## src/rtl/lcd_raster_pkg.sv

```systemverilog
package lcd_raster_pkg;

  localparam int HX_W = 12;
  localparam int VY_W = 11;
  localparam int PIX_PER_UNIT_LOG2 = 4;

  typedef enum logic [1:0] {
    PS_OFF,
    PS_WAIT,
    PS_ON,
    PS_DOWN
  } pwr_state_e;

  typedef struct packed {
    logic [HX_W-1:0] act_w;
    logic [HX_W-1:0] sync_beg_x;
    logic [HX_W-1:0] sync_end_x;
    logic [HX_W-1:0] last_x;
    logic [VY_W-1:0] act_h;
    logic [VY_W-1:0] sync_beg_y;
    logic [VY_W-1:0] sync_end_y;
    logic [VY_W-1:0] last_y;
    logic            inv_hs;
    logic            inv_vs;
    logic            inv_de;
    logic            inv_pc;
  } raster_geom_t;

  function automatic raster_geom_t decode_geom(input logic [31:0] hw,
                                               input logic [31:0] vw,
                                               input logic [31:0] pw);
    raster_geom_t g;
    g.act_w      = HX_W'({hw[7:2], {PIX_PER_UNIT_LOG2{1'b0}}}) + HX_W'(1 << PIX_PER_UNIT_LOG2);
    g.sync_beg_x = g.act_w + HX_W'(hw[23:16]) + HX_W'(1);
    g.sync_end_x = g.sync_beg_x + HX_W'(hw[15:8]) + HX_W'(1);
    g.last_x     = g.sync_end_x + HX_W'(hw[31:24]);
    g.act_h      = VY_W'(vw[9:0]) + VY_W'(1);
    g.sync_beg_y = g.act_h + VY_W'(vw[23:16]);
    g.sync_end_y = g.sync_beg_y + VY_W'(vw[15:10]) + VY_W'(1);
    g.last_y     = g.sync_end_y + VY_W'(vw[31:24]) - VY_W'(1);
    g.inv_hs     = pw[0];
    g.inv_vs     = pw[1];
    g.inv_de     = pw[2];
    g.inv_pc     = pw[3];
    return g;
  endfunction

endpackage

```

## src/rtl/lcd_axis_ctr.sv

```systemverilog
module lcd_axis_ctr #(
  parameter int W = 12
) (
  input  logic         clk,
  input  logic         rst,
  input  logic         clr,
  input  logic         step,
  input  logic [W-1:0] last_val,
  output logic [W-1:0] cnt,
  output logic         at_last
);

  assign at_last = (cnt == last_val);

  always_ff @(posedge clk) begin
    if (rst || clr) begin
      cnt <= '0;
    end else if (step) begin
      if (at_last) cnt <= '0;
      else         cnt <= cnt + W'(1);
    end
  end

endmodule

```

## src/rtl/lcd_power_seq.sv

```systemverilog
module lcd_power_seq
  import lcd_raster_pkg::*;
#(
  parameter int STEP_CYCLES = 500000
) (
  input  logic clk,
  input  logic rst,
  input  logic en_req,
  input  logic pwr_req,
  output logic run_o,
  output logic pwr_o
);

  localparam int TMR_W = $clog2(STEP_CYCLES + 1);
  localparam logic [TMR_W-1:0] TMR_LAST = TMR_W'(STEP_CYCLES - 1);

  pwr_state_e        state_q;
  logic [TMR_W-1:0]  tmr_q;
  logic              tmr_done;

  assign tmr_done = (tmr_q == TMR_LAST);

  always_ff @(posedge clk) begin
    if (rst) begin
      state_q <= PS_OFF;
      tmr_q   <= '0;
    end else begin
      case (state_q)
        PS_OFF: begin
          tmr_q <= '0;
          if (en_req) state_q <= PS_WAIT;
        end
        PS_WAIT: begin
          if (!en_req) begin
            state_q <= PS_OFF;
            tmr_q   <= '0;
          end else if (tmr_done) begin
            if (pwr_req) state_q <= PS_ON;
          end else begin
            tmr_q <= tmr_q + TMR_W'(1);
          end
        end
        PS_ON: begin
          tmr_q <= '0;
          if (!en_req || !pwr_req) state_q <= PS_DOWN;
        end
        PS_DOWN: begin
          if (tmr_done) begin
            tmr_q   <= '0;
            state_q <= en_req ? PS_WAIT : PS_OFF;
          end else begin
            tmr_q <= tmr_q + TMR_W'(1);
          end
        end
        default: begin
          state_q <= PS_OFF;
          tmr_q   <= '0;
        end
      endcase
    end
  end

  assign run_o = (state_q != PS_OFF);
  assign pwr_o = (state_q == PS_ON);

endmodule

```

## src/rtl/lcd_geom_shadow.sv

```systemverilog
module lcd_geom_shadow
  import lcd_raster_pkg::*;
(
  input  logic         clk,
  input  logic         rst,
  input  logic         run,
  input  logic         frame_end,
  input  logic [31:0]  horiz_reg,
  input  logic [31:0]  vert_reg,
  input  logic [31:0]  pol_reg,
  output raster_geom_t geom_q,
  output logic         load
);

  raster_geom_t geom_d;
  logic         unused_bits;

  assign geom_d      = decode_geom(horiz_reg, vert_reg, pol_reg);
  assign load        = !run || frame_end;
  assign unused_bits = ^{horiz_reg[1:0], pol_reg[31:4]};

  always_ff @(posedge clk) begin
    if (rst)       geom_q <= '0;
    else if (load) geom_q <= geom_d;
  end

endmodule

```

## src/rtl/lcd_raster_timer.sv

```systemverilog
module lcd_raster_timer
  import lcd_raster_pkg::*;
#(
  parameter int STEP_CYCLES = 500000
) (
  input  logic            clk,
  input  logic            rst,
  input  logic            pix_en,
  input  logic [31:0]     horiz_reg,
  input  logic [31:0]     vert_reg,
  input  logic [31:0]     pol_reg,
  input  logic [1:0]      ctrl_reg,
  output logic            hsync_o,
  output logic            vsync_o,
  output logic            de_o,
  output logic            launch_fall_o,
  output logic            panel_pwr_o,
  output logic [HX_W-1:0] pix_x_o,
  output logic [VY_W-1:0] pix_y_o
);

  logic            run;
  raster_geom_t    geom_q;
  logic            geom_load;
  logic [HX_W-1:0] h_cnt;
  logic [VY_W-1:0] v_cnt;
  logic            h_last, v_last;
  logic            h_wrap, frame_end;
  logic            hs_act, vs_act, de_act;

  lcd_power_seq #(.STEP_CYCLES(STEP_CYCLES)) u_seq (
    .clk     (clk),
    .rst     (rst),
    .en_req  (ctrl_reg[0]),
    .pwr_req (ctrl_reg[1]),
    .run_o   (run),
    .pwr_o   (panel_pwr_o)
  );

  lcd_geom_shadow u_shadow (
    .clk       (clk),
    .rst       (rst),
    .run       (run),
    .frame_end (frame_end),
    .horiz_reg (horiz_reg),
    .vert_reg  (vert_reg),
    .pol_reg   (pol_reg),
    .geom_q    (geom_q),
    .load      (geom_load)
  );

  lcd_axis_ctr #(.W(HX_W)) u_hctr (
    .clk      (clk),
    .rst      (rst),
    .clr      (!run),
    .step     (pix_en),
    .last_val (geom_q.last_x),
    .cnt      (h_cnt),
    .at_last  (h_last)
  );

  assign h_wrap    = pix_en && h_last;
  assign frame_end = h_wrap && v_last;

  lcd_axis_ctr #(.W(VY_W)) u_vctr (
    .clk      (clk),
    .rst      (rst),
    .clr      (!run),
    .step     (h_wrap),
    .last_val (geom_q.last_y),
    .cnt      (v_cnt),
    .at_last  (v_last)
  );

  assign hs_act = (h_cnt >= geom_q.sync_beg_x) && (h_cnt < geom_q.sync_end_x);
  assign vs_act = (v_cnt >= geom_q.sync_beg_y) && (v_cnt < geom_q.sync_end_y);
  assign de_act = (h_cnt < geom_q.act_w) && (v_cnt < geom_q.act_h);

  always_ff @(posedge clk) begin
    if (rst) begin
      hsync_o       <= 1'b0;
      vsync_o       <= 1'b0;
      de_o          <= 1'b0;
      launch_fall_o <= 1'b0;
      pix_x_o       <= '0;
      pix_y_o       <= '0;
    end else if (!run) begin
      hsync_o       <= geom_q.inv_hs;
      vsync_o       <= geom_q.inv_vs;
      de_o          <= geom_q.inv_de;
      launch_fall_o <= geom_q.inv_pc;
      pix_x_o       <= '0;
      pix_y_o       <= '0;
    end else if (pix_en) begin
      hsync_o       <= hs_act ^ geom_q.inv_hs;
      vsync_o       <= vs_act ^ geom_q.inv_vs;
      de_o          <= de_act ^ geom_q.inv_de;
      launch_fall_o <= geom_q.inv_pc;
      pix_x_o       <= h_cnt;
      pix_y_o       <= v_cnt;
    end
  end

endmodule

```

## config.mk

```make
export PLATFORM = sky130hd
export DESIGN_NAME = lcd_raster_timer
export DESIGN_NICKNAME = d
export VERILOG_FILES = /design/src/rtl/lcd_raster_pkg.sv /design/src/rtl/lcd_axis_ctr.sv /design/src/rtl/lcd_power_seq.sv /design/src/rtl/lcd_geom_shadow.sv /design/src/rtl/lcd_raster_timer.sv
export SDC_FILE = /design/constraint.sdc
export NUM_CORES = 1
export LEC_CHECK = 0
export BUFFER_PORTS_ARGS = -buffer_cell sky130_fd_sc_hd__buf_2
export CORE_ASPECT_RATIO = 2
export CORE_MARGIN = 3
export CORE_UTILIZATION = 53
export CTS_CLUSTER_SIZE = 28
export DETAILED_ROUTE_END_ITERATION = 8
export GPL_ROUTABILITY_DRIVEN = 0
export PLACE_DENSITY = 0.79
export SLEW_MARGIN = 15
export SYNTH_ARGS = -nofsm -noshare
export SYNTH_HDL_FRONTEND = slang
export SYNTH_SLANG_ARGS = --single-unit
```

## constraint.sdc

```tcl
create_clock -name clk -period 5.13 [get_ports clk]
set_input_delay 1.539 -clock clk [delete_from_list [all_inputs] [get_ports clk]]
set_output_delay 1.539 -clock clk [all_outputs]
set_load 0.05 [all_outputs]
```

; ---- Yosys cells after proc, flatten, opt, wreduce, memory -nomap -nowiden
; Index checks and enable logic that the tools add are counted.
[totals]
output_inout_bits = 28
in_bits = 101
elab_cells = 98
register_bits = 167
[op_classes]
order_cmp = 6
bitwise = 4
muxes = 22
n_reduce_logical = 16
n_eq_ne = 13
addsub = 15
[op_table]
columns = op, n
row1 = $mux 19, 3
row2 = $pmux 19 s3, 1
row3 = $add 12x1->12 const B, 3
row4 = $add 12x8->12, 3
row5 = $lt 12x12->1, 2
row6 = $add 11x1->11 const B, 2
row7 = $add 11x8->11, 2
row8 = $lt 11x11->1, 2
row9 = $add 19x1->19 const B, 1
row10 = $eq 19x19->1 const B, 1
row11 = $eq 12x12->1, 1
row12 = $ge 12x12->1, 1
row13 = $mux 12, 1
row14 = $mux 2, 6
row15 = $add 10x1->11 const B, 1
row16 = $add 10x5->11 const B, 1
row17 = $add 11x6->11, 1
row18 = $eq 11x11->1, 1
row19 = $ge 11x11->1, 1
row20 = $mux 11, 1
row21 = $sub 11x1->11 const B, 1
row22 = $mux 1, 9
row23 = $pmux 2 s4, 1
row24 = $ne 3x3->1 const B, 2
row25 = other kinds (14), 28

; ---- Longest topological paths before layout
; Gate-level depths: netlist of the first run.
[logic_depth]
depth_word = 6
depth_mapped = 23
mapped_depth_nobuf = 23

; ---- Modules after synthesis
; From an unflattened synthesis of the first run, not the netlist that was laid out.
[unflattened]
cells_unflattened = 1319
area_unflattened_um2 = 10779.1
[by_module_without_submodules]
columns = module, instances, cells_per_inst, area_each_um2, seq_area_each_um2
row1 = lcd_geom_shadow, 1, 697, 5594.1, 1821.7
row2 = lcd_raster_timer, 1, 332, 2670.1, 540.5
row3 = lcd_power_seq, 1, 130, 1132.3, 420.4
row4 = lcd_axis_ctr (u_hctr), 1, 81, 715.7, 240.2
row5 = lcd_axis_ctr (u_vctr), 1, 79, 666.9, 220.2

; ---- Worst setup path after synthesis of the first run
; Ideal clock, no wire load.
[synth_timing]
kind = input-to-reg
startpoint = input vert_reg[0]
endpoint = register u_shadow.geom_q[14] (netlist name)
path_buffers = 0
setup_ps = 128
arrival_ps = 5220
t_required_ps = 5002
setup_slack_ps = -218
stages = 20
path_cell_list = ha_1 xor2_1 ha_1 a21oi_1 nand2_1 xor2_1 ha_1 o21a_1 o31a_1 a21o_1 ha_1 inv_1 ha_1 a21o_1 a211oi_1 o21bai_1 a31o_2 and3_1 mux2i_1 o211ai_1
[synth_rtl]
columns = element, line
row1 = start: declaration, lcd_raster_timer.sv:10  ; input logic [31:0] vert_reg,

==> run summary, run 1 <==
Detailed-routing iteration count for the pre-antenna-repair pass - 5
I/O pin count - 129
Number of global-route vias before repair - 9421
Depth of the most critical reg-to-reg path - 10
Mean cell area of the mapped netlist - 8.29 um^2
Warnings from Yosys - 0
Portion of the clock cycle consumed by the worst path in the final layout - 0.996
Maximum level of the CTS H-tree - 4
Remaining global-route overflow - 0
Buffer type at the clock tree root - clkbuf_16
Post-DR vias/cell - 5.52
Register bit count reported by yosys - 162
Reg2reg start - u_hctr.cnt[0]
Dpl hpwl - 20100 um
Setup violation total in the final timing report - 0
Final Slew Violations - 0
Number of buffers inserted by port buffering - 98
Worst hold slack after final layout - 0.448 ns
ANT cells - 0
Sequential fraction of the synthesis area - 0.319
Remaining antenna violation count after routing - 0
Area of the core - 18800 um^2
Final number of hold-violating endpoints - 0
Data required time at the worst endpoint - 5.45 ns
Run status - complete, no violations
Number of placement rows - 71
Sink of the worst hold path - u_shadow.geom_q[83]
Number of antenna violations at the first check in global routing - 0
Buffer levels on the longest clock path - 2
Pwr/cell area - 376 nW/um^2
CTS tree - yes
First DRT Iteration DRCs - 360
Overall track demand over capacity in global routing - 0.255
Clk Latency, worst-skew pair - 0.43 ns
Number of maximum-capacitance constraint violations - 0
Clock slew at the register clock pins of the worst setup and hold paths - 0.07 ns
Source of the worst hold timing path - u_shadow.geom_q[83]
Setup TNS after final layout - 0 ns
Area growth syn-to-layout - 21.2%
Fillers - 1567
Worst path arrival time - 5.43 ns
Post-synthesis cell count - 1225
Util after Layout - 0.654
Post-synth EDFFs - 0
Cell area after layout - 12300 um^2
Slew HR - 0.437
Capturing point of the worst reg2reg path - u_shadow.geom_q[14]
Total length of routed met3 wires - 770 um
Fraction of layout instances using a drive strength above 1 - 0.184
Die Footprint - 21000 um^2
Critical Path End Type - flip-flop
Actual transition at the worst max-transition pin - 0.845 ns
Number of buffers created by CTS - 17
Number of distinct standard cells referenced by the synthesized netlist - 62
Total length of routed met2 wires - 14700 um
Mapped cell area - 10200 um^2
Class of the worst hold path - reg -> reg
Highest layer used for signal routing - met4
CP Class - in -> reg
Initial core utilization - 0.539
Die Span X - 104 um
Met1 WL - 8690 um
Number of clock sinks - 162
Leakage - 5.47 nW
Post-detailed-routing wire length - 26200 um
Maximum net fanout on the critical path - 4
Fmax achieved - 196 MHz
Pin count of the biggest net entering global routing - 80
Vert. Die Dim - 202 um
First-pass GRT wire length - 43500 um
Most common flop cell mapped by yosys - dfxtp_1
Crit path launch type - primary input
Worst hold stages - 2
Flop2flop setup slack - 1.69 ns
Remaining DRCs - 0
Max rail drop VDD - 307 uV
Final Net Count - 1605
Vias after detailed routing - 9096
Final routed wire length divided by cell count - 15.9 um
Final worst path period need - 5.11 ns
Final Skew - 0.0118 ns
Sum of internal, switching and leakage power - 0.00463 W
Standard cell area after detailed placement - 11300 um^2
Synthesized net count - 1450
Share of flip-flops with an asynchronous set or reset - 0
Count of hold buffers inserted by post-cts repair - 0
RSZ-0062 raised after global routing - true
[cell families (layout without fill, tap and decap cells)]
group,after synthesis,after routing,share of synthesized area
buffers and inverters,155,323,0.0618
flip-flops,162,162,0.319
adder cells (fa/ha/maj),124,124,0.156
AND/OR/NAND/NOR,389,389,0.175
XOR/XNOR,106,106,0.0914
AO/OA/AOI/OAI,260,260,0.167
multiplexers,29,29,0.0286
[cell usage in the layout (no fill, tap or decap), drive strengths merged, types with 5 or more instances in the layout]
| cell type | count |
|---|---|
| a31oi | 5 |
| a211oi | 44 |
| or3 | 10 |
| nor2b | 12 |
| and2 | 6 |
| nand3 | 32 |
| o31ai | 5 |
| o211ai | 15 |
| o21ai | 36 |
| ha | 119 |
| nor2 | 157 |
| nor3 | 9 |
| o21a | 13 |
| nand4 | 14 |
| inv | 122 |
| nand2 | 104 |
| clkbuf | 17 |
| a21oi | 77 |
| a21o | 33 |
| xor2 | 40 |
| mux2i | 29 |
| fa | 5 |
| dfxtp | 162 |
| buf | 178 |
| nand2b | 12 |
| and3 | 12 |
| xnor2 | 66 |
[worst max-delay path by stage]
stage / startpoint / slack, ns / cells past startpoint / end
floorplan: vert_reg[0] / -0.0003 / 21 / u_shadow.geom_q[14]
global placement: vert_reg[0] / -0.55 / 24 / u_shadow.geom_q[14]
detailed placement: vert_reg[0] / -0.62 / 24 / u_shadow.geom_q[14]
CTS: vert_reg[0] / 0.0008 / 25 / u_shadow.geom_q[13]
global route: vert_reg[0] / -0.11 / 20 / u_shadow.geom_q[14]
finish: vert_reg[0] / 0.02 / 19 / u_shadow.geom_q[14]
[power by group]
part,total (W),internal [W],switching (W)
registers,0.00146,0.00139,0.0000754
clock network,0.00131,0.000704,0.000601
logic,0.00186,0.000933,0.000929
total,0.00463,0.00303,0.00161
[layout make-up]
cell class / instances / area [um^2] / share of cell area
clock inverter: 15 / 186 / 0.0151
multi-input combinational: 908 / 6610 / 0.536
sequential: 162 / 3240 / 0.263
inverter: 113 / 424 / 0.0344
timing repair buffer: 178 / 1110 / 0.0902
clock buffer: 17 / 425 / 0.0345
tap: 255 / 319 / 0.0259
[worst max-delay path, cell delays in order]
cell and delay (ns):
buf_8 0.11, ha_4 0.26, inv_2 0.04, fa_2 0.58, inv_2 0.06, ha_4 0.21
nor2b_4 0.12, o31a_1 0.31, o31a_1 0.33, o211ai_1 0.34, xnor2_2 0.15, ha_1 0.31
inv_1 0.04, ha_2 0.17, a21o_1 0.20, a31o_2 0.24, and3_1 0.14, mux2i_1 0.17
o211ai_1 0.11
[metal layers]
layer,global-route usage,vias up
li1,-,4514
met1,0.228,4269
met2,0.501,209
met3,0.0336,104
met4,0.194,0
met5,0,-
[sequential cells by signal (all words and copies together) (netlist names), named ones only]
register         cells
launch_fall_o        1
hsync_o              1
u_seq.tmr_q         19
u_vctr.cnt          11
u_shadow.geom_q     91
u_hctr.cnt          12
de_o                 1
u_seq.state_q        1
pix_y_o             11
pix_x_o             12
vsync_o              1
[cell usage after synthesis (13+ instances only)]
master	number	area (um^2)
a211oi_1	43	323
a21o_1	33	248
a21oi_1	77	385
clkbuf_1	26	97.6
dfxtp_1	162	3240
ha_1	119	1490
inv_1	113	424
mux2i_1	29	290
nand2_1	104	390
nand3_1	32	160
nand4_1	14	87.6
nor2_1	157	589
o211ai_1	15	113
o21a_1	13	97.6
o21ai_0	33	165
xnor2_1	66	578
xor2_1	40	350
[timing repair]
item                                    CTS  global route
gates resized for setup                  18            32
endpoints found under the setup margin    2             3
buffers inserted                          4             7
pin swaps                                14            29
[stage by stage]
step	instances	worst slack, ns
6_report	1648	0.0196
5_1_grt	1648	-0.114
4_1_cts	1643	0.000808
3_5_place_dp	1607	-0.619
3_3_place_gp	1607	-0.554
2_1_floorplan	1225	-0.000306
(Power assumes the default switching activity.)
==> inputs of run 2 (changes only) <==
--- a/config.mk
+++ b/config.mk
@@ -8,11 +8,11 @@
 export BUFFER_PORTS_ARGS = -buffer_cell sky130_fd_sc_hd__buf_2
 export CORE_ASPECT_RATIO = 2
 export CORE_MARGIN = 3
-export CORE_UTILIZATION = 53
+export CORE_UTILIZATION = 59
 export CTS_CLUSTER_SIZE = 28
 export DETAILED_ROUTE_END_ITERATION = 8
 export GPL_ROUTABILITY_DRIVEN = 0
-export PLACE_DENSITY = 0.79
+export PLACE_DENSITY = 0.83
 export SLEW_MARGIN = 15
 export SYNTH_ARGS = -nofsm -noshare
 export SYNTH_HDL_FRONTEND = slang
==> constraint.sdc (replaced) <==
create_clock -name clk -period 5.47 [get_ports clk]
set_input_delay 1.641 -clock clk [delete_from_list [all_inputs] [get_ports clk]]
set_output_delay 1.641 -clock clk [all_outputs]
set_load 0.05 [all_outputs]
==> run 2 against run 1 <==
Flip-flop and latch count stayed put. Critical endpoint unchanged. Setup slack better by 0.12 ns. Critical path type unchanged. Cell area is 2.3% lower. Die area is 9.7% lower. Wire length is 5.4% higher. Clock skew is 0.0011 ns lower. Sequential power is 6% lower.
==> run summary, run 2 (synthesized netlist as in run 1, its figures left out) <==
Remaining global-route overflow - 0 (unchanged)
Net switching share of the total power - 0.342 (was 0.347)
Number of maximum-capacitance constraint violations - 0 (unchanged)
Share of total power in combinational logic - 0.398 (was 0.402)
Setup TNS after final layout - 0 ns (unchanged)
Clk Latency, worst-skew pair - 0.43 ns (about the same)
Switching power summed over all nets - 0.00149 W (was 0.00161 W)
Buffer levels on the longest clock path - 2 (unchanged)
Number of flip-flops in the largest register - 91 (unchanged)
Worst setup slack after layout - 0.142 ns (was 0.0196 ns)
Leakage - 5.39 nW (was 5.47 nW)
Number of clock sinks - 162 (unchanged)
Fmax achieved - 188 MHz
Fraction of layout instances using a drive strength above 1 - 0.170 (was 0.184)
Actual transition at the worst max-transition pin - 1.15 ns (was 0.845 ns)
Clock slew at the register clock pins of the worst setup and hold paths - 0.07 ns (about the same)
Vias after detailed routing - 9367 (was 9096)
Final number of hold-violating endpoints - 0 (unchanged)
Overall track demand over capacity in global routing - 0.289 (was 0.255)
Run status - complete, no violations (unchanged)
Number of global-route vias before repair - 9408 (was 9421)
Most frequent standard cell in the layout excluding fill and tap cells - dfxtp_1 (unchanged)
Dpl hpwl - 20400 um (was 20100 um)
Area of the core - 16800 um^2 (was 18800 um^2)
Number of placement rows - 67 (was 71)
Class of the worst hold path - reg -> reg (unchanged)
Clock network fraction of total power - 0.286 (was 0.282)
Slew HR - 0.233 (was 0.437)
Flop2flop setup slack - 1.91 ns (was 1.69 ns)
Number of buffers inserted by port buffering - 98 (unchanged)
Cell area after layout - 12000 um^2 (was 12300 um^2)
Buffer type at the clock tree root - clkbuf_16 (unchanged)
Util after Layout - 0.714 (was 0.654)
CP Class - in -> reg (unchanged)
Pin count of the biggest net entering global routing - 70 (was 80)
Crit path launch type - primary input (unchanged)
Source of the worst hold timing path - u_shadow.geom_q[64] (was u_shadow.geom_q[83])
Final Skew - 0.0108 ns (was 0.0118 ns)
Data required time at the worst endpoint - 5.82 ns (was 5.45 ns)
Final Net Count - 1594 (was 1605)
Final routed wire length divided by cell count - 17.4 um (was 15.9 um)
Die Footprint - 18900 um^2 (was 21000 um^2)
Standard cell area after detailed placement - 11200 um^2 (was 11300 um^2)
Fillers - 1254 (was 1567)
Top reg by flops - u_shadow.geom_q (unchanged)
Most used cells in the layout excluding fill and tap cells - dfxtp_1, nor2_1, inv_1 (unchanged)
Number of buffers created by CTS - 17 (unchanged)
Cell-internal power - 0.00286 W (was 0.00303 W)
Sequential cell area - 3240 um^2 (unchanged)
Remaining DRCs - 0 (unchanged)
Sink of the worst hold path - u_shadow.geom_q[64] (was u_shadow.geom_q[83])
Worst setup timing slack at the placement stage - -0.535 ns (was -0.619 ns)
Post-detailed-routing wire length - 27600 um (was 26200 um)
I/O pin count - 129 (unchanged)
Reg2reg start - u_hctr.cnt[5] (was u_hctr.cnt[0])
Area growth syn-to-layout - 18.5% (was 21.2%)
Remaining antenna violation count after routing - 0 (unchanged)
Vert. Die Dim - 192 um (was 202 um)
Max rail drop VDD - 314 uV (was 307 uV)
CTS tree - yes (unchanged)
Capturing point of the worst reg2reg path - u_shadow.geom_q[14] (unchanged)
Pwr/cell area - 361 nW/um^2 (was 376 nW/um^2)
Final Slew Violations - 0 (unchanged)
First DRT Iteration DRCs - 394 (was 360)
Maximum level of the CTS H-tree - 4 (unchanged)
Critical Path End Type - flip-flop (unchanged)
Post-DR vias/cell - 5.89 (was 5.52)
Depth of the most critical reg-to-reg path - 9 (was 10)
Setup violation total in the final timing report - 0 (unchanged)
Worst hold slack after final layout - 0.452 ns (was 0.448 ns)
Number of antenna violations at the first check in global routing - 0 (unchanged)
Worst path arrival time - 5.68 ns (was 5.43 ns)
Portion of the clock cycle consumed by the worst path in the final layout - 0.974
Biggest regs - u_shadow.geom_q (91), u_seq.tmr_q (19) (unchanged)
First-pass GRT wire length - 43700 um (was 43500 um)
Initial core utilization - 0.603 (was 0.539)
Footprint of the multi-input gates - 6480 um^2 (was 6610 um^2)
Worst hold stages - 2 (unchanged)
Die Span X - 98.8 um (was 104 um)
Final worst path period need - 5.33 ns
Detailed-routing iteration count for the pre-antenna-repair pass - 5 (unchanged)
Part of the total power dissipated in sequential elements - 0.316 (about the same)
ANT cells - 0 (unchanged)
Maximum net fanout on the critical path - 3 (was 4)
[run 2: metrics by stage]
stage          instances  total power [W]
6_report            1589          0.00435
3_5_place_dp        1551          0.00294
4_1_cts             1584          0.00422
5_1_grt             1589          0.00459
3_3_place_gp        1551          0.00288
2_1_floorplan       1225          0.00243
[run 2: metal layers]
layer / vias up / GRT usage / share of wire
met1: 4381 / 0.259 / 0.33
met5: - / 0 / 0
met2: 324 / 0.545 / 0.53
met4: 0 / 0.235 / 0.089
met3: 160 / 0.0497 / 0.045
li1: 4502 / - / -
[run 2: what timing repair did]
item	in CTS	in global routing
hold buffers	0	0
pin swaps	3	21
gates resized for setup	10	23
buffers inserted	1	5
hold endpoints to repair	0	0
endpoints found under the setup margin	2	3
[run 2: critical path, stage by stage]
cell and delay, ns:
buf_2 0.11, ha_2 0.18, xor2_1 0.15, buf_4 0.16, ha_4 0.28, nand3_1 0.08, buf_4 0.15, a31oi_4 0.16
nor2_1 0.08, xnor2_1 0.13, buf_4 0.15, buf_4 0.13, ha_1 0.27, a21o_1 0.21, xnor2_1 0.13, buf_4 0.15
ha_1 0.28, inv_2 0.05, ha_4 0.25, o21ai_2 0.08, o21bai_2 0.09, a31o_2 0.25, and3_1 0.17, mux2i_1 0.18
nand2_1 0.08, o211ai_1 0.09
[run 2: final cells by class]
| type | instances | area share |
|---|---|---|
| timing repair buffer | 167 | 0.0838 |
| clock buffer | 19 | 0.0376 |
| sequential | 162 | 0.269 |
| clock inverter | 13 | 0.0137 |
| inverter | 113 | 0.0352 |
| multi-input combinational | 908 | 0.539 |
| tap | 207 | 0.0215 |
[run 2: how the worst max path moves through the flow]
| stage | start | to | slack (ns) | depth (start not counted) |
|---|---|---|---|---|
| 6_report | vert_reg[0] | u_shadow.geom_q[14] | 0.14 | 26 |
| 5_1_grt | vert_reg[1] | u_shadow.geom_q[14] | -0.007 | 25 |
| 4_1_cts | vert_reg[1] | u_shadow.geom_q[14] | 0.01 | 25 |
| 3_5_place_dp | vert_reg[0] | u_shadow.geom_q[13] | -0.53 | 24 |
| 3_3_place_gp | vert_reg[0] | u_shadow.geom_q[14] | -0.48 | 22 |
| 2_1_floorplan | vert_reg[0] | u_shadow.geom_q[14] | 0.02 | 20 |
[run 2: power by group through the flow]
| stage | logic, W | clock network (W) | registers, W |
|---|---|---|---|
| after global placement | 0.00149 | 0 | 0.00139 |
| after floorplan | 0.00104 | 0 | 0.00139 |
| final | 0.00173 | 0.00124 | 0.00137 |
| after global routing | 0.00191 | 0.00130 | 0.00138 |
| after detailed placement | 0.00154 | 0 | 0.00140 |
| after CTS | 0.00161 | 0.00124 | 0.00137 |
==> inputs of run 3 (changes only) <==
--- a/config.mk
+++ b/config.mk
@@ -8,11 +8,11 @@
 export BUFFER_PORTS_ARGS = -buffer_cell sky130_fd_sc_hd__buf_2
 export CORE_ASPECT_RATIO = 2
 export CORE_MARGIN = 3
-export CORE_UTILIZATION = 59
+export CORE_UTILIZATION = 60
 export CTS_CLUSTER_SIZE = 28
 export DETAILED_ROUTE_END_ITERATION = 8
 export GPL_ROUTABILITY_DRIVEN = 0
-export PLACE_DENSITY = 0.83
+export PLACE_DENSITY = 0.84
 export SLEW_MARGIN = 15
 export SYNTH_ARGS = -nofsm -noshare
 export SYNTH_HDL_FRONTEND = slang
==> constraint.sdc (replaced) <==
create_clock -name clk -period 6.7 [get_ports clk]
set_input_delay 2.01 -clock clk [delete_from_list [all_inputs] [get_ports clk]]
set_output_delay 2.01 -clock clk [all_outputs]
set_load 0.05 [all_outputs]
==> run 3 against run 2 <==
Clock-buffer cell count fell by 1. Core utilization shrank 2.4 points. Global-route usage down 0.31 points. Cell count decreased by 4.1%. Via count shrank 3.8%. Critical path depth decreased by 4. Clock power down 21%. Power is 26% lower. Wire length shrank 4.9%. Die area fell by 1.6%. Non-clock buffer count is 62 lower. Clock skew rose by 0.0015 ns.
==> run summary, run 3 (synthesized netlist as in run 1, its figures left out) <==
Cell-internal power - 0.00208 W (was 0.00286 W)
Share of total power in combinational logic - 0.347 (was 0.398)
CP Class - in -> reg (unchanged)
Final worst path period need - 6.17 ns
Switching power summed over all nets - 0.00114 W (was 0.00149 W)
Source of the worst hold timing path - u_shadow.geom_q[83] (was u_shadow.geom_q[64])
Buffer type at the clock tree root - clkbuf_16 (unchanged)
Number of maximum-capacitance constraint violations - 0 (unchanged)
Crit path launch type - primary input (unchanged)
Initial core utilization - 0.618 (was 0.603)
Clk Latency, worst-skew pair - 0.43 ns (about the same)
Setup violation total in the final timing report - 0 (unchanged)
Portion of the clock cycle consumed by the worst path in the final layout - 0.920
Worst path arrival time - 6.53 ns (was 5.68 ns)
Part of the total power dissipated in sequential elements - 0.348 (was 0.316)
Number of placement rows - 66 (was 67)
RSZ-0062 raised after global routing - false
Final Skew - 0.0122 ns (was 0.0108 ns)
Remaining antenna violation count after routing - 0 (unchanged)
Number of buffers created by CTS - 17 (unchanged)
Most used cells in the layout excluding fill and tap cells - dfxtp_1, nor2_1, ha_1 (was dfxtp_1, nor2_1, inv_1)
Final routed wire length divided by cell count - 17.2 um (was 17.4 um)
I/O pin count - 129 (unchanged)
Leakage - 5.06 nW (was 5.39 nW)
Number of antenna violations at the first check in global routing - 0 (unchanged)
Final number of hold-violating endpoints - 0 (unchanged)
Met1 WL - 8900 um (was 9180 um)
Number of global-route vias before repair - 8997 (was 9408)
Overall track demand over capacity in global routing - 0.286 (was 0.289)
CTS tree - yes (unchanged)
Final Slew Violations - 0 (unchanged)
Total length of routed met3 wires - 1040 um (was 1260 um)
ANT cells - 0 (unchanged)
Vias after detailed routing - 9010 (was 9367)
Top reg by flops - u_shadow.geom_q (unchanged)
Post-route insts no fill - 1524 (was 1589)
Highest layer used for signal routing - met4 (unchanged)
Fmax achieved - 162 MHz
Most frequent standard cell in the layout excluding fill and tap cells - dfxtp_1 (unchanged)
Util after Layout - 0.691 (was 0.714)
Actual transition at the worst max-transition pin - 0.867 ns (was 1.15 ns)
Setup TNS after final layout - 0 ns (unchanged)
Die Span X - 98 um (was 98.8 um)
Area of the core - 16400 um^2 (was 16800 um^2)
Final Net Count - 1532 (was 1594)
First DRT Iteration DRCs - 439 (was 394)
Depth of the most critical reg-to-reg path - 9 (unchanged)
Count of hold buffers inserted by post-cts repair - 0 (unchanged)
Pin count of the biggest net entering global routing - 78 (was 70)
# Post-CTS Setup Buffers - 0 (was 1)
Detailed-routing iteration count for the pre-antenna-repair pass - 4 (was 5)
Slew HR - 0.422 (was 0.233)
Clock network fraction of total power - 0.305 (was 0.286)
Die Footprint - 18600 um^2 (was 18900 um^2)
Area growth syn-to-layout - 11.8% (was 18.5%)
Sum of internal, switching and leakage power - 0.00322 W (was 0.00435 W)
Net switching share of the total power - 0.354 (was 0.342)
Fraction of layout instances using a drive strength above 1 - 0.110 (was 0.170)
Data required time at the worst endpoint - 7.06 ns (was 5.82 ns)
Critical Path End Type - flip-flop (unchanged)
Vert. Die Dim - 190 um (was 192 um)
Remaining DRCs - 0 (unchanged)
Post-DR vias/cell - 5.91 (was 5.89)
Remaining global-route overflow - 0 (unchanged)
Number of buffers inserted by port buffering - 98 (unchanged)
First-pass GRT wire length - 42700 um (was 43700 um)
Dpl hpwl - 19500 um (was 20400 um)
Reg2reg start - u_hctr.cnt[0] (was u_hctr.cnt[5])
Worst hold slack after final layout - 0.448 ns (was 0.452 ns)
Biggest regs - u_shadow.geom_q (91), u_seq.tmr_q (19) (unchanged)
Total length of routed met2 wires - 14300 um (was 14700 um)
Number of flip-flops in the largest register - 91 (unchanged)
Max rail drop VDD - 195 uV (was 314 uV)
Post-detailed-routing wire length - 26300 um (was 27600 um)
Placed cells - 1492 (was 1551)
Number of gates given a new drive strength after cts - 0 (was 10)
Class of the worst hold path - reg -> reg (unchanged)
Sink of the worst hold path - u_shadow.geom_q[83] (was u_shadow.geom_q[64])
Buffer levels on the longest clock path - 2 (unchanged)
Number of clock sinks - 162 (unchanged)
Clock slew at the register clock pins of the worst setup and hold paths - 0.07 ns (about the same)
Pwr/cell area - 284 nW/um^2 (was 361 nW/um^2)
Run status - complete, no violations (unchanged)
Maximum net fanout on the critical path - 6 (was 3)
Worst hold stages - 2 (unchanged)
Flop2flop setup slack - 2.91 ns (was 1.91 ns)
Capturing point of the worst reg2reg path - u_shadow.geom_q[14] (unchanged)
Maximum level of the CTS H-tree - 4 (unchanged)
run 3: cell count changes in the layout (fill, tap and decap cells not counted), moves of 3 or more:
cell | before | now
buf_4 | 69 | 7
ha_1 | 108 | 119
ha_4 | 9 | 0
inv_8 | 2 | 6
o21ai_0 | 28 | 33
o21ai_2 | 3 | 0
run 3: worst max-delay path by stage:
stage	startpoint	end	slack (ns)
global route	vert_reg[0]	u_shadow.geom_q[13]	0.23
CTS	vert_reg[0]	u_shadow.geom_q[13]	0.60
floorplan	vert_reg[0]	u_shadow.geom_q[14]	0.88
global placement	vert_reg[0]	u_shadow.geom_q[14]	0.28
finish	vert_reg[0]	u_shadow.geom_q[14]	0.53
detailed placement	vert_reg[0]	u_shadow.geom_q[13]	0.18
run 3: power by group through the flow:
stage | registers, W | logic, W | clock network (W)
2_1_floorplan | 0.00113 | 0.000848 | 0
3_3_place_gp | 0.00114 | 0.00106 | 0
3_5_place_dp | 0.00114 | 0.00110 | 0
4_1_cts | 0.00112 | 0.00112 | 0.000984
5_1_grt | 0.00113 | 0.00125 | 0.00102
6_report | 0.00112 | 0.00112 | 0.000982
run 3: metal layers:
layer	vias to the layer above	GRT usage
met4	0	0.205
met1	4239	0.273
met5	-	0
met2	280	0.543
li1	4373	-
met3	118	0.0411
run 3: critical path, stage by stage:
cell and delay, ns:
buf_2 0.16, ha_1 0.28, xor2_1 0.27, ha_1 0.28
a21oi_1 0.20, nand2_1 0.09, xor2_1 0.30, ha_1 0.34
o21a_1 0.12, o31a_1 0.12, a21o_1 0.20, ha_1 0.28
inv_1 0.04, ha_1 0.33, a21o_1 0.20, a211oi_1 0.36
o21bai_1 0.16, a31o_2 0.29, and3_1 0.18, mux2i_1 0.17
nand2_1 0.07, o211ai_1 0.08
run 3: area by class of cell:
type	count	area [um^2]
clock buffers	18	429
clock inverters	14	165
fillers	1322	5080
inverters	113	424
multi-input cells	908	6290
flip-flops and latches	162	3240
well taps	204	255
repair buffers	105	543
run 3: stage by stage:
stage | worst slack (ns) | instance area [um^2]
after floorplan | 0.881 | 10200
after global placement | 0.280 | 10800
after detailed placement | 0.177 | 10800
after CTS | 0.598 | 11400
after global routing | 0.228 | 11400
final | 0.535 | 11400
